`config.mk`:
```
export PLATFORM = sky130hd
export DESIGN_NAME = crc_serial_engine
export DESIGN_NICKNAME = d
export VERILOG_FILES = /design/src/rtl/crc_ser_pkg.sv /design/src/rtl/crc_bit_step.sv /design/src/rtl/crc_remainder_reg.sv /design/src/rtl/crc_residue_judge.sv /design/src/rtl/crc_serial_engine.sv
export SDC_FILE = /design/constraint.sdc
export NUM_CORES = 1
export LEC_CHECK = 0
export ABC_CLOCK_PERIOD_IN_PS = 2800
export BUFFER_PORTS_ARGS = -buffer_cell sky130_fd_sc_hd__buf_2
export CAP_MARGIN = 25
export CORE_MARGIN = 3
export CORE_UTILIZATION = 50
export CTS_BUF_LIST = sky130_fd_sc_hd__clkbuf_8 sky130_fd_sc_hd__clkbuf_16
export CTS_CLUSTER_DIAMETER = 120
export CTS_CLUSTER_SIZE = 20
export DETAILED_ROUTE_END_ITERATION = 10
export GPL_TIMING_DRIVEN = 0
export PLACE_DENSITY = 0.78
export RECOVER_POWER = 50
export SYNTH_ARGS = -nofsm -noshare
export SYNTH_HDL_FRONTEND = slang
export SYNTH_SLANG_ARGS = --single-unit
```
`constraint.sdc`:
```
create_clock -name clk -period 2.8 [get_ports clk]
set_input_delay 0.14 -clock clk [delete_from_list [all_inputs] [get_ports clk]]
set_output_delay 0.14 -clock clk [all_outputs]
set_load 0.01 [all_outputs]
```
`src/rtl/crc_ser_pkg.sv`:
```
// Package: shared width, bit-order type and a bit-mirroring helper for the
// serial CRC engine. Assumes a 32-bit remainder throughout the block.
package crc_ser_pkg;

    localparam int CRC_W = 32;

    typedef logic [CRC_W-1:0] crc_word_t;

    // Bit order of a frame, captured at the start strobe.
    typedef enum logic {
        ORD_MSB_FIRST = 1'b0,
        ORD_LSB_FIRST = 1'b1
    } bit_order_e;

    // Reverse the bit positions of a remainder-wide word.
    function automatic crc_word_t mirror_word(input crc_word_t v);
        crc_word_t r;
        for (int i = 0; i < CRC_W; i++) begin
            r[i] = v[CRC_W-1-i];
        end
        return r;
    endfunction

endpackage

```
`src/rtl/crc_bit_step.sv`:
```
// One serial division step, purely combinational.
// SHIFT_RIGHT = 0: the bit is merged into the top bit, the remainder shifts
// left and POLY_K (normal form) is applied when the top bit leaves as 1.
// SHIFT_RIGHT = 1: the bit is merged into bit 0, the remainder shifts right
// and POLY_K (which must be in reflected form) is applied when bit 0 leaves as 1.
// Assumes POLY_K omits the x^CRC_W term.
module crc_bit_step
    import crc_ser_pkg::*;
#(
    parameter bit        SHIFT_RIGHT = 1'b0,
    parameter crc_word_t POLY_K      = 32'h04C11DB7
) (
    input  crc_word_t rem_in,
    input  logic      din,
    output crc_word_t rem_out
);

    localparam crc_word_t ZERO_WORD = '0;

    crc_word_t merged;
    logic      leaving;

    generate
        if (SHIFT_RIGHT) begin : g_right
            // Merge at bit 0, reduce on the bit shifted out to the right.
            always_comb begin
                merged  = rem_in;
                merged[0] = rem_in[0] ^ din;
                leaving = merged[0];
                rem_out = (merged >> 1) ^ (leaving ? POLY_K : ZERO_WORD);
            end
        end else begin : g_left
            // Merge at the top bit, reduce on the bit shifted out to the left.
            always_comb begin
                merged  = rem_in;
                merged[CRC_W-1] = rem_in[CRC_W-1] ^ din;
                leaving = merged[CRC_W-1];
                rem_out = (merged << 1) ^ (leaving ? POLY_K : ZERO_WORD);
            end
        end
    endgenerate

endmodule

```
`src/rtl/crc_remainder_reg.sv`:
```
// Remainder register and frame bit-order register.
// Holds the running remainder, presets it on a start strobe (which wins over
// a same-cycle data bit), advances it one division step per valid bit in the
// order captured at start, and exposes the next-state value for the checker.
// Assumes a synchronous active-low reset.
module crc_remainder_reg
    import crc_ser_pkg::*;
#(
    parameter crc_word_t POLY = 32'h04C11DB7
) (
    input  logic       clk,
    input  logic       rst_n,
    input  logic       frame_start,
    input  logic       order_sel,
    input  logic       bit_valid,
    input  logic       bit_in,
    output crc_word_t  remainder,
    output crc_word_t  rem_next,
    output bit_order_e order_q
);

    localparam crc_word_t SEED      = '1;
    localparam crc_word_t POLY_REFL = mirror_word(POLY);

    crc_word_t step_left;
    crc_word_t step_right;
    crc_word_t step_sel;

    crc_bit_step #(
        .SHIFT_RIGHT(1'b0),
        .POLY_K     (POLY)
    ) u_step_left (
        .rem_in (remainder),
        .din    (bit_in),
        .rem_out(step_left)
    );

    crc_bit_step #(
        .SHIFT_RIGHT(1'b1),
        .POLY_K     (POLY_REFL)
    ) u_step_right (
        .rem_in (remainder),
        .din    (bit_in),
        .rem_out(step_right)
    );

    // Pick the step result that matches the frame's captured order.
    always_comb begin
        step_sel = (order_q == ORD_LSB_FIRST) ? step_right : step_left;
    end

    // Next remainder: start preset first, then a valid bit, else hold.
    always_comb begin
        if (frame_start) begin
            rem_next = SEED;
        end else if (bit_valid) begin
            rem_next = step_sel;
        end else begin
            rem_next = remainder;
        end
    end

    // Remainder register with synchronous reset to the seed.
    always_ff @(posedge clk) begin
        if (!rst_n) begin
            remainder <= SEED;
        end else begin
            remainder <= rem_next;
        end
    end

    // Bit-order register, loaded only by a start strobe.
    always_ff @(posedge clk) begin
        if (!rst_n) begin
            order_q <= ORD_MSB_FIRST;
        end else if (frame_start) begin
            order_q <= bit_order_e'(order_sel);
        end
    end

    // the cycle after a start strobe the remainder is all ones.
    p_preset_on_start_r1: assert property (@(posedge clk) disable iff (!rst_n)
        frame_start |=> (remainder == SEED));

    // with no start and no valid bit the remainder does not move.
    p_idle_hold_r4: assert property (@(posedge clk) disable iff (!rst_n)
        (!frame_start && !bit_valid) |=> $stable(remainder));

    // the order changes only on a start strobe.
    p_order_hold_r6: assert property (@(posedge clk) disable iff (!rst_n)
        !frame_start |=> $stable(order_q));

    // a start strobe captures the order input.
    p_order_load_r6: assert property (@(posedge clk) disable iff (!rst_n)
        frame_start |=> (order_q == bit_order_e'($past(order_sel))));

endmodule

```
`src/rtl/crc_residue_judge.sv`:
```
// Receive-side verdict register.
// At an end-of-frame strobe it compares the next-state remainder (so a bit in
// the same cycle counts) against the fixed residue for the frame's order, and
// holds the result until a start strobe clears it. Start wins over end.
// Assumes the residue parameter is given in most-significant-first form; the
// reflected residue is derived by mirroring.
module crc_residue_judge
    import crc_ser_pkg::*;
#(
    parameter crc_word_t RESIDUE = 32'hC704DD7B
) (
    input  logic       clk,
    input  logic       rst_n,
    input  logic       frame_start,
    input  logic       frame_end,
    input  crc_word_t  rem_next,
    input  bit_order_e order_q,
    output logic       verdict_valid,
    output logic       verdict_pass
);

    localparam crc_word_t RESIDUE_REFL = mirror_word(RESIDUE);

    crc_word_t target;
    logic      match;

    // Residue that a correct frame leaves in the chosen order.
    always_comb begin
        target = (order_q == ORD_LSB_FIRST) ? RESIDUE_REFL : RESIDUE;
        match  = (rem_next == target);
    end

    // Verdict register: cleared by start, written by end, otherwise held.
    always_ff @(posedge clk) begin
        if (!rst_n) begin
            verdict_valid <= 1'b0;
            verdict_pass  <= 1'b0;
        end else if (frame_start) begin
            verdict_valid <= 1'b0;
            verdict_pass  <= 1'b0;
        end else if (frame_end) begin
            verdict_valid <= 1'b1;
            verdict_pass  <= match;
        end
    end

    // a start strobe clears both verdict outputs.
    p_clear_on_start_r8: assert property (@(posedge clk) disable iff (!rst_n)
        frame_start |=> (!verdict_valid && !verdict_pass));

    // the verdict holds when neither strobe is present.
    p_verdict_hold_r8: assert property (@(posedge clk) disable iff (!rst_n)
        (!frame_start && !frame_end) |=> ($stable(verdict_valid) && $stable(verdict_pass)));

    // an end strobe without start produces a recorded verdict.
    p_end_records_r7: assert property (@(posedge clk) disable iff (!rst_n)
        (frame_end && !frame_start) |=> verdict_valid);

    // a pass is only ever reported with a recorded verdict.
    p_pass_implies_valid_r7: assert property (@(posedge clk) disable iff (!rst_n)
        verdict_pass |-> verdict_valid);

endmodule

```
`src/rtl/crc_serial_engine.sv`:
```
// Top level of the serial CRC-32 engine.
// Wires the remainder register (with its two step variants) to the residue
// verdict logic and drives the running and inverted CRC outputs.
// Assumes one bit per clock, strobes one cycle wide, synchronous active-low reset.
module crc_serial_engine
    import crc_ser_pkg::*;
#(
    parameter crc_word_t POLY    = 32'h04C11DB7,
    parameter crc_word_t RESIDUE = 32'hC704DD7B
) (
    input  logic             clk,
    input  logic             rst_n,
    input  logic             frame_start,
    input  logic             lsb_first,
    input  logic             bit_valid,
    input  logic             bit_in,
    input  logic             frame_end,
    output logic [CRC_W-1:0] crc_run,
    output logic [CRC_W-1:0] crc_tx,
    output logic             verdict_valid,
    output logic             verdict_pass
);

    crc_word_t  remainder;
    crc_word_t  rem_next;
    bit_order_e order_q;

    crc_remainder_reg #(
        .POLY(POLY)
    ) u_rem (
        .clk        (clk),
        .rst_n      (rst_n),
        .frame_start(frame_start),
        .order_sel  (lsb_first),
        .bit_valid  (bit_valid),
        .bit_in     (bit_in),
        .remainder  (remainder),
        .rem_next   (rem_next),
        .order_q    (order_q)
    );

    crc_residue_judge #(
        .RESIDUE(RESIDUE)
    ) u_judge (
        .clk          (clk),
        .rst_n        (rst_n),
        .frame_start  (frame_start),
        .frame_end    (frame_end),
        .rem_next     (rem_next),
        .order_q      (order_q),
        .verdict_valid(verdict_valid),
        .verdict_pass (verdict_pass)
    );

    // Drive the running remainder and its inverse for transmission.
    always_comb begin
        crc_run = remainder;
        crc_tx  = ~remainder;
    end

endmodule

```
==> flow_metrics.py, run 1 <==
metrics = {
    "run_status": {
        "status": "finished, violations left",
        "violations": "design-rule violations",
    },
    "global_routing": {
        "antenna_found_initial": 0,
        "first_global_vias": 2418,
        "grtUsageTotal": 0.2998,
        "grt_max_degree": 11,
        "grt_pass1_wl_um": 12720,
        "gr-total-overflow": 0,
    },
    "synth": {
        "ys_types": 57,
        "ys.flop_type": "dfxtp_1",
        "seq_area_frac_synth": 0.2878,
        "synth_edf_count": 0,
        "synth_fp_nets": 319,
        "synth_top_area_frac": 0.2878,
        "synthesis.area_mm2": 0.002435,
        "netlist_top_cells_area": "dfxtp_1 29%, nand2_1 7.6%, xnor2_1 5.4%",
        "syn-mean-instance-area_um2": 7.804,
        "ys_ff_latch": 35,
        "yosys.area.top_type": "dfxtp_1",
        "synth_cells": 312,
        "ys_warn_count": 0,
        "synth_async_sr_flop_share": 0,
    },
    "cts": {
        "cts_resized": 0,
        "cts_tree": "built",
        "clk_latency_ns": 0.29,
        "ctsHoldBuffers": 0,
        "cts.sinks": 35,
        "htree_levels": 2,
        "clockBufferDepth": 2,
        "cts_root_buf": "clkbuf_8",
        "clkTransAtPathRegs_ns": 0.07,
        "cts_buffers": 5,
        "cts_setup_buffers": 0,
    },
    "critical_path": {
        "cp.arrival_ns": 2.90,
        "crit_path_start": "u_rem.order_q",
        "worst-r2r-cell-count": 8,
        "cp_max_fo": 10,
        "critPathLaunchType": "flip-flop",
        "worst_setup_path_end_kind": "flip-flop",
        "critPathKind": "flip-flop to flip-flop",
        "cp_slowest_cell": "or4_1",
        "slowest_delay_ns": 0.61,
        "r2r_start": "u_rem.order_q",
        "cp_cell_sequence": "buf_4 -> buf_2 -> clkbuf_1 -> nand4_1 -> nor4_1 -> a31oi_1 -> or4_1 -> o21ai_1",
        "crit_required_ns": 3.03,
    },
    "pwr": {
        "powerDensity_mw_per_mm2": 445.4,
        "p_total_uw": 1296,
        "ir_drop_v": 0.0002597,
        "leakagePower_uw": 0.001376,
    },
    "sta": {
        "finClkSkew_ns": 0.005911,
        "final_max_slew_viol_count": 0,
        "rsz0062_at_grt": "false",
        "worstMarginPinSlew_ns": 0.6890,
        "period_minus_slack_ns": 2.674,
        "final.setup.tns_ns": 0,
        "fmax_ghz": 0.3740,
        "finalCritPeriodShare": 0.9550,
        "hold_violations": 0,
        "finalSetupViolations": 0,
        "slew_headroom": 0.5407,
    },
    "worst_hold_path": {
        "hold_class": "input pin to flip-flop",
        "min_delay_path_depth": 2,
        "worstHoldStart": "frame_end",
    },
    "flow_run": {
        "max_cap_violations": 0,
    },
    "route": {
        "drt_wl_total_um": 8506,
        "ant_nets": 0,
        "routedWlPerCell_um": 18.65,
        "post-route-drc-count": 1,
        "initialDrtViolationCount": 453,
        "first_pass_iters": 10,
        "via_count": 2777,
        "routed_via_density": 6.090,
    },
    "floorplanning": {
        "coreArea_mm2": 0.004534,
        "die_y_um": 75.79,
        "fp-row-count": 24,
        "start_util": 0.5370,
        "ios": 73,
        "dieArea_mm2": 0.005743,
        "fp.dieW_um": 75.79,
    },
    "place": {
        "dp_hpwl_um": 6226,
        "port_buffers": 71,
        "place_congestion": 1.039,
    },
    "cells_and_area": {
        "n_antenna_cell": 0,
        "nNetsFinal": 397,
        "fillers": 437,
        "drive_gt1_frac": 0.1355,
        "syn_to_final_growth_pct": 19.53,
    },
}
==> cells by family after synthesis <==
family,after synthesis,share of synthesized area
xor+xnor,23,0.1187
buf+inv,55,0.1043
mux,10,0.04214
compound gates,82,0.2384
simple gates,107,0.2086
flops,35,0.2878
==> per-layer routing <==
| metal | GRT usage | vias to the layer above | share of wire | wire length, µm |
|---|---|---|---|---|
| met5 | 0 | - | 0 | 0 |
| met1 | 0.4163 | 1284 | 0.41 | 3491 |
| met4 | 0.1262 | 0 | 0.029 | 246 |
| met2 | 0.4648 | 210 | 0.44 | 3784 |
| met3 | 0.03958 | 31 | 0.12 | 982 |
| li1 | - | 1252 | - | - |
==> worst max-delay path: cells and delay by family, from the launching register on <==
family | cells | cell delay, ns
AND/OR/NAND/NOR | 3 | 1.07
buffers and inverters | 3 | 0.92
flip-flops | 1 | 0.41
AO/OA/AOI/OAI | 2 | 0.22
==> sequential cells by signal, indices dropped and copies added (netlist names) <==
name and cells:
u_judge.verdict_valid 1, u_judge.verdict_pass 1, u_rem.order_q 1, u_rem.remainder 32
==> stage by stage <==
stage	cells	hold slack (ns)	cell area (µm²)	setup WS (ns)	utilization
2_1_floorplan	312	0.2502	2435	0.7275	-
3_3_place_gp	448	0.3761	2872	0.2286	0.6333
3_5_place_dp	448	0.3839	2872	0.2389	0.6333
4_1_cts	456	0.07983	2972	0.2175	0.6554
5_1_grt	456	0.09702	2910	0.04294	0.6418
6_report	456	0.08026	2910	0.1261	0.6418
==> cell usage in the layout (no fill, tap or decap), types with 4 or more instances in the layout <==
cell type  synthesis  routed
nor2b_1            5       5
a31oi_1            5       5
buf_4              4       4
inv_1             32      33
dfxtp_1           35      35
mux2i_1            8       8
o211ai_1           7       7
nor2_1            20      20
clkbuf_1          11      60
nand3_1            6       6
o22ai_1            5       5
a21oi_1            8       8
buf_6              4       4
nand2_1           49      49
nor4_1             5       5
o21ai_0           17      17
a221oi_1           6       6
o21ai_1            5       5
nand2b_1           8       8
clkbuf_8           0       7
xnor2_1           15      15
o211a_1            4       4
buf_2              2      24
==> power by group <==
group          switching, µW  total (µW)  internal, µW
clock                    188         409           221
sequential              27.7         544           517
combinational            208         343           135
total                    423        1300           873
==> synthesized netlist by cell type (all sizes together) (3+ instances only) <==
cell type  instances
o211ai             7
nor2              20
dfxtp             35
or3b               3
mux2i              8
nor2b              5
nand2             49
o211a              4
o311ai             3
inv               33
a21oi              9
xnor2             19
a31oi              5
a221oi             6
o21ai             22
nor4               5
nand3              6
clkbuf            11
buf               11
nand3b             3
o22ai              5
nand2b             8
==> path summary, 6_finish.rpt <==
path,end,slack (ns)
max,u_judge.verdict_pass,0.13
max reg2reg,u_judge.verdict_pass,0.13
min,u_judge.verdict_valid,0.08
min reg2reg,u_judge.verdict_valid,0.48
==> area by class of cell <==
type / count / area, µm² / area share
Clock inverter: 1 / 3.754 / 0.001290
Clock buffer: 7 / 96.34 / 0.03310
Multi-Input combinational cell: 222 / 1480 / 0.5086
Buffer: 22 / 130.1 / 0.04471
Tap cell: 65 / 81.33 / 0.02794
Timing Repair Buffer: 71 / 294.0 / 0.1010
Sequential cell: 35 / 700.7 / 0.2408
Inverter: 33 / 123.9 / 0.04256
(Power assumes the default switching activity.)
==> run 2: changes to the inputs <==
- ABC_CLOCK_PERIOD_IN_PS: 2800 -> 3200
- CTS_BUF_LIST: sky130_fd_sc_hd__clkbuf_8 sky130_fd_sc_hd__clkbuf_16 -> sky130_fd_sc_hd__clkbuf_8
- clock period: 2.8 -> 3.2 ns (I/O delays scaled with it)
==> flow_metrics.py, run 2 (same netlist as run 1, synthesis figures left out) <==
metrics = {
    "sta": {
        "slew_headroom": 0.5623,
        "period_minus_slack_ns": 2.756,
        "hold_violations": 0,
        "rsz0062_at_grt": "false",
        "finalCritPeriodShare": 0.8612,
        "finClkSkew_ns": 0.005513,
        "final.setup.tns_ns": 0,
        "finalSetupViolations": 0,
        "worstMarginPinSlew_ns": 0.6566,
        "fmax_ghz": 0.3629,
        "final_max_slew_viol_count": 0,
    },
    "worst_hold_path": {
        "worstHoldStart": "frame_end",
        "holdPathEnd": "u_judge.verdict_valid",
        "hold_class": "input pin to flip-flop",
        "min_delay_path_depth": 2,
    },
    "route": {
        "routed_via_density": 6.127,
        "drt_wl_total_um": 8500,
        "via_count": 2794,
        "first_pass_iters": 7,
        "ant_nets": 0,
        "post-route-drc-count": 0,
        "routedWlPerCell_um": 18.64,
        "initialDrtViolationCount": 453,
    },
    "pwr": {
        "p_total_uw": 1134,
        "powerDensity_mw_per_mm2": 390.0,
        "ir_drop_v": 0.0002273,
        "leakagePower_uw": 0.001373,
    },
    "cts": {
        "cts_tree": "built",
        "cts.sinks": 35,
        "clk_latency_ns": 0.29,
        "cts_buffers": 5,
        "ctsHoldBuffers": 0,
        "clkTransAtPathRegs_ns": 0.07,
        "cts_resized": 0,
        "htree_levels": 2,
        "cts_setup_buffers": 0,
        "cts_root_buf": "clkbuf_8",
        "clockBufferDepth": 2,
    },
    "flow_run": {
        "max_cap_violations": 0,
    },
    "floorplanning": {
        "start_util": 0.5370,
        "die_y_um": 75.79,
        "fp-row-count": 24,
        "fp.dieW_um": 75.79,
        "coreArea_mm2": 0.004534,
        "dieArea_mm2": 0.005743,
        "ios": 73,
    },
    "cells_and_area": {
        "final_cell_mix": "61 x clkbuf_1, 49 x nand2_1, 35 x dfxtp_1",
        "final_area_mm2": 0.002907,
        "multi_input_area_mm2": 0.001480,
        "syn_to_final_growth_pct": 19.37,
        "fillers": 437,
        "largest_reg_flops": 32,
        "nNetsFinal": 397,
        "drive_gt1_frac": 0.1330,
        "fin_util": 0.6410,
        "regArea_um2": 700.7,
        "n_antenna_cell": 0,
        "final_common_cell": "clkbuf_1",
        "regMostFlops": "u_rem.remainder",
    },
    "critical_path": {
        "critPathLaunchType": "flip-flop",
        "cp_max_fo": 7,
        "worst-r2r-cell-count": 8,
        "r2r-end": "u_judge.verdict_pass",
        "worst_setup_path_end_kind": "flip-flop",
        "critPathKind": "flip-flop to flip-flop",
        "cp.arrival_ns": 2.98,
        "crit_required_ns": 3.43,
        "r2r_start": "u_rem.remainder[0]",
        "rrSetupSlack_ns": 0.44,
    },
    "global_routing": {
        "first_global_vias": 2418,
        "gr-total-overflow": 0,
        "grtUsageTotal": 0.2998,
        "antenna_found_initial": 0,
        "grt_pass1_wl_um": 12720,
        "grt_max_degree": 11,
    },
    "place": {
        "port_buffers": 71,
        "dpl-instance-area_mm2": 0.002872,
        "dp_hpwl_um": 6226,
        "place_congestion": 1.039,
    },
    "run_status": {
        "status": "finished, final reports clean",
    },
}
[run 2: cell count changes in the layout (fill, tap and decap cells not counted), sizes merged]
| cell | previous run | this run |
|---|---|---|
| buf | 33 | 32 |
| clkbuf | 67 | 68 |
[run 2: worst max-delay path, stage by stage (launching register included)]
cell and delay (ns):
dfxtp_1 0.33, clkbuf_1 0.48, xor2_1 0.51, a221oi_1 0.22
nor2_1 0.23, o311a_1 0.20, o2111ai_1 0.11, or4_1 0.47
o21ai_1 0.15
[run 2: layer usage]
layer  track usage  up-vias  part of all wire
met5             0        -                 0
met4        0.1262        0             0.027
met3       0.03958       28              0.12
met2        0.4648      228              0.44
met1        0.4163     1284              0.41
li1              -     1254                 -
[run 2: layout make-up]
class / instances / area share
Timing Repair Buffer: 71 / 0.1012
Multi-Input combinational cell: 222 / 0.5093
Clock buffer: 7 / 0.03315
Sequential cell: 35 / 0.2411
Clock inverter: 1 / 0.001291
Buffer: 22 / 0.04348
Tap cell: 65 / 0.02798
Inverter: 33 / 0.04262
[run 2: worst max-delay path by stage]
stage / from / end / slack [ns] / cells past startpoint
2_1_floorplan: u_rem.remainder[31] / u_judge.verdict_pass / 1.13 / 9
3_3_place_gp: u_rem.order_q / u_judge.verdict_pass / 0.63 / 8
3_5_place_dp: u_rem.order_q / u_judge.verdict_pass / 0.64 / 8
4_1_cts: u_rem.order_q / u_judge.verdict_pass / 0.62 / 8
5_1_grt: u_rem.remainder[0] / u_judge.verdict_pass / 0.40 / 8
6_report: u_rem.remainder[0] / u_judge.verdict_pass / 0.44 / 8
[run 2: stage by stage]
| stage | instances | setup slack (ns) | hold slack (ns) |
|---|---|---|---|
| 2_1_floorplan | 312 | 1.128 | 0.2702 |
| 3_3_place_gp | 448 | 0.6286 | 0.3961 |
| 3_5_place_dp | 448 | 0.6389 | 0.4039 |
| 4_1_cts | 456 | 0.6175 | 0.09983 |
| 5_1_grt | 456 | 0.4004 | 0.1170 |
| 6_report | 456 | 0.4442 | 0.1016 |
[run 2: where the power goes]
part / switching [µW] / total, µW / internal [µW]
registers: 24.1 / 476 / 452
logic: 183 / 300 / 118
clock network: 164 / 357 / 193
total: 370 / 1130 / 763
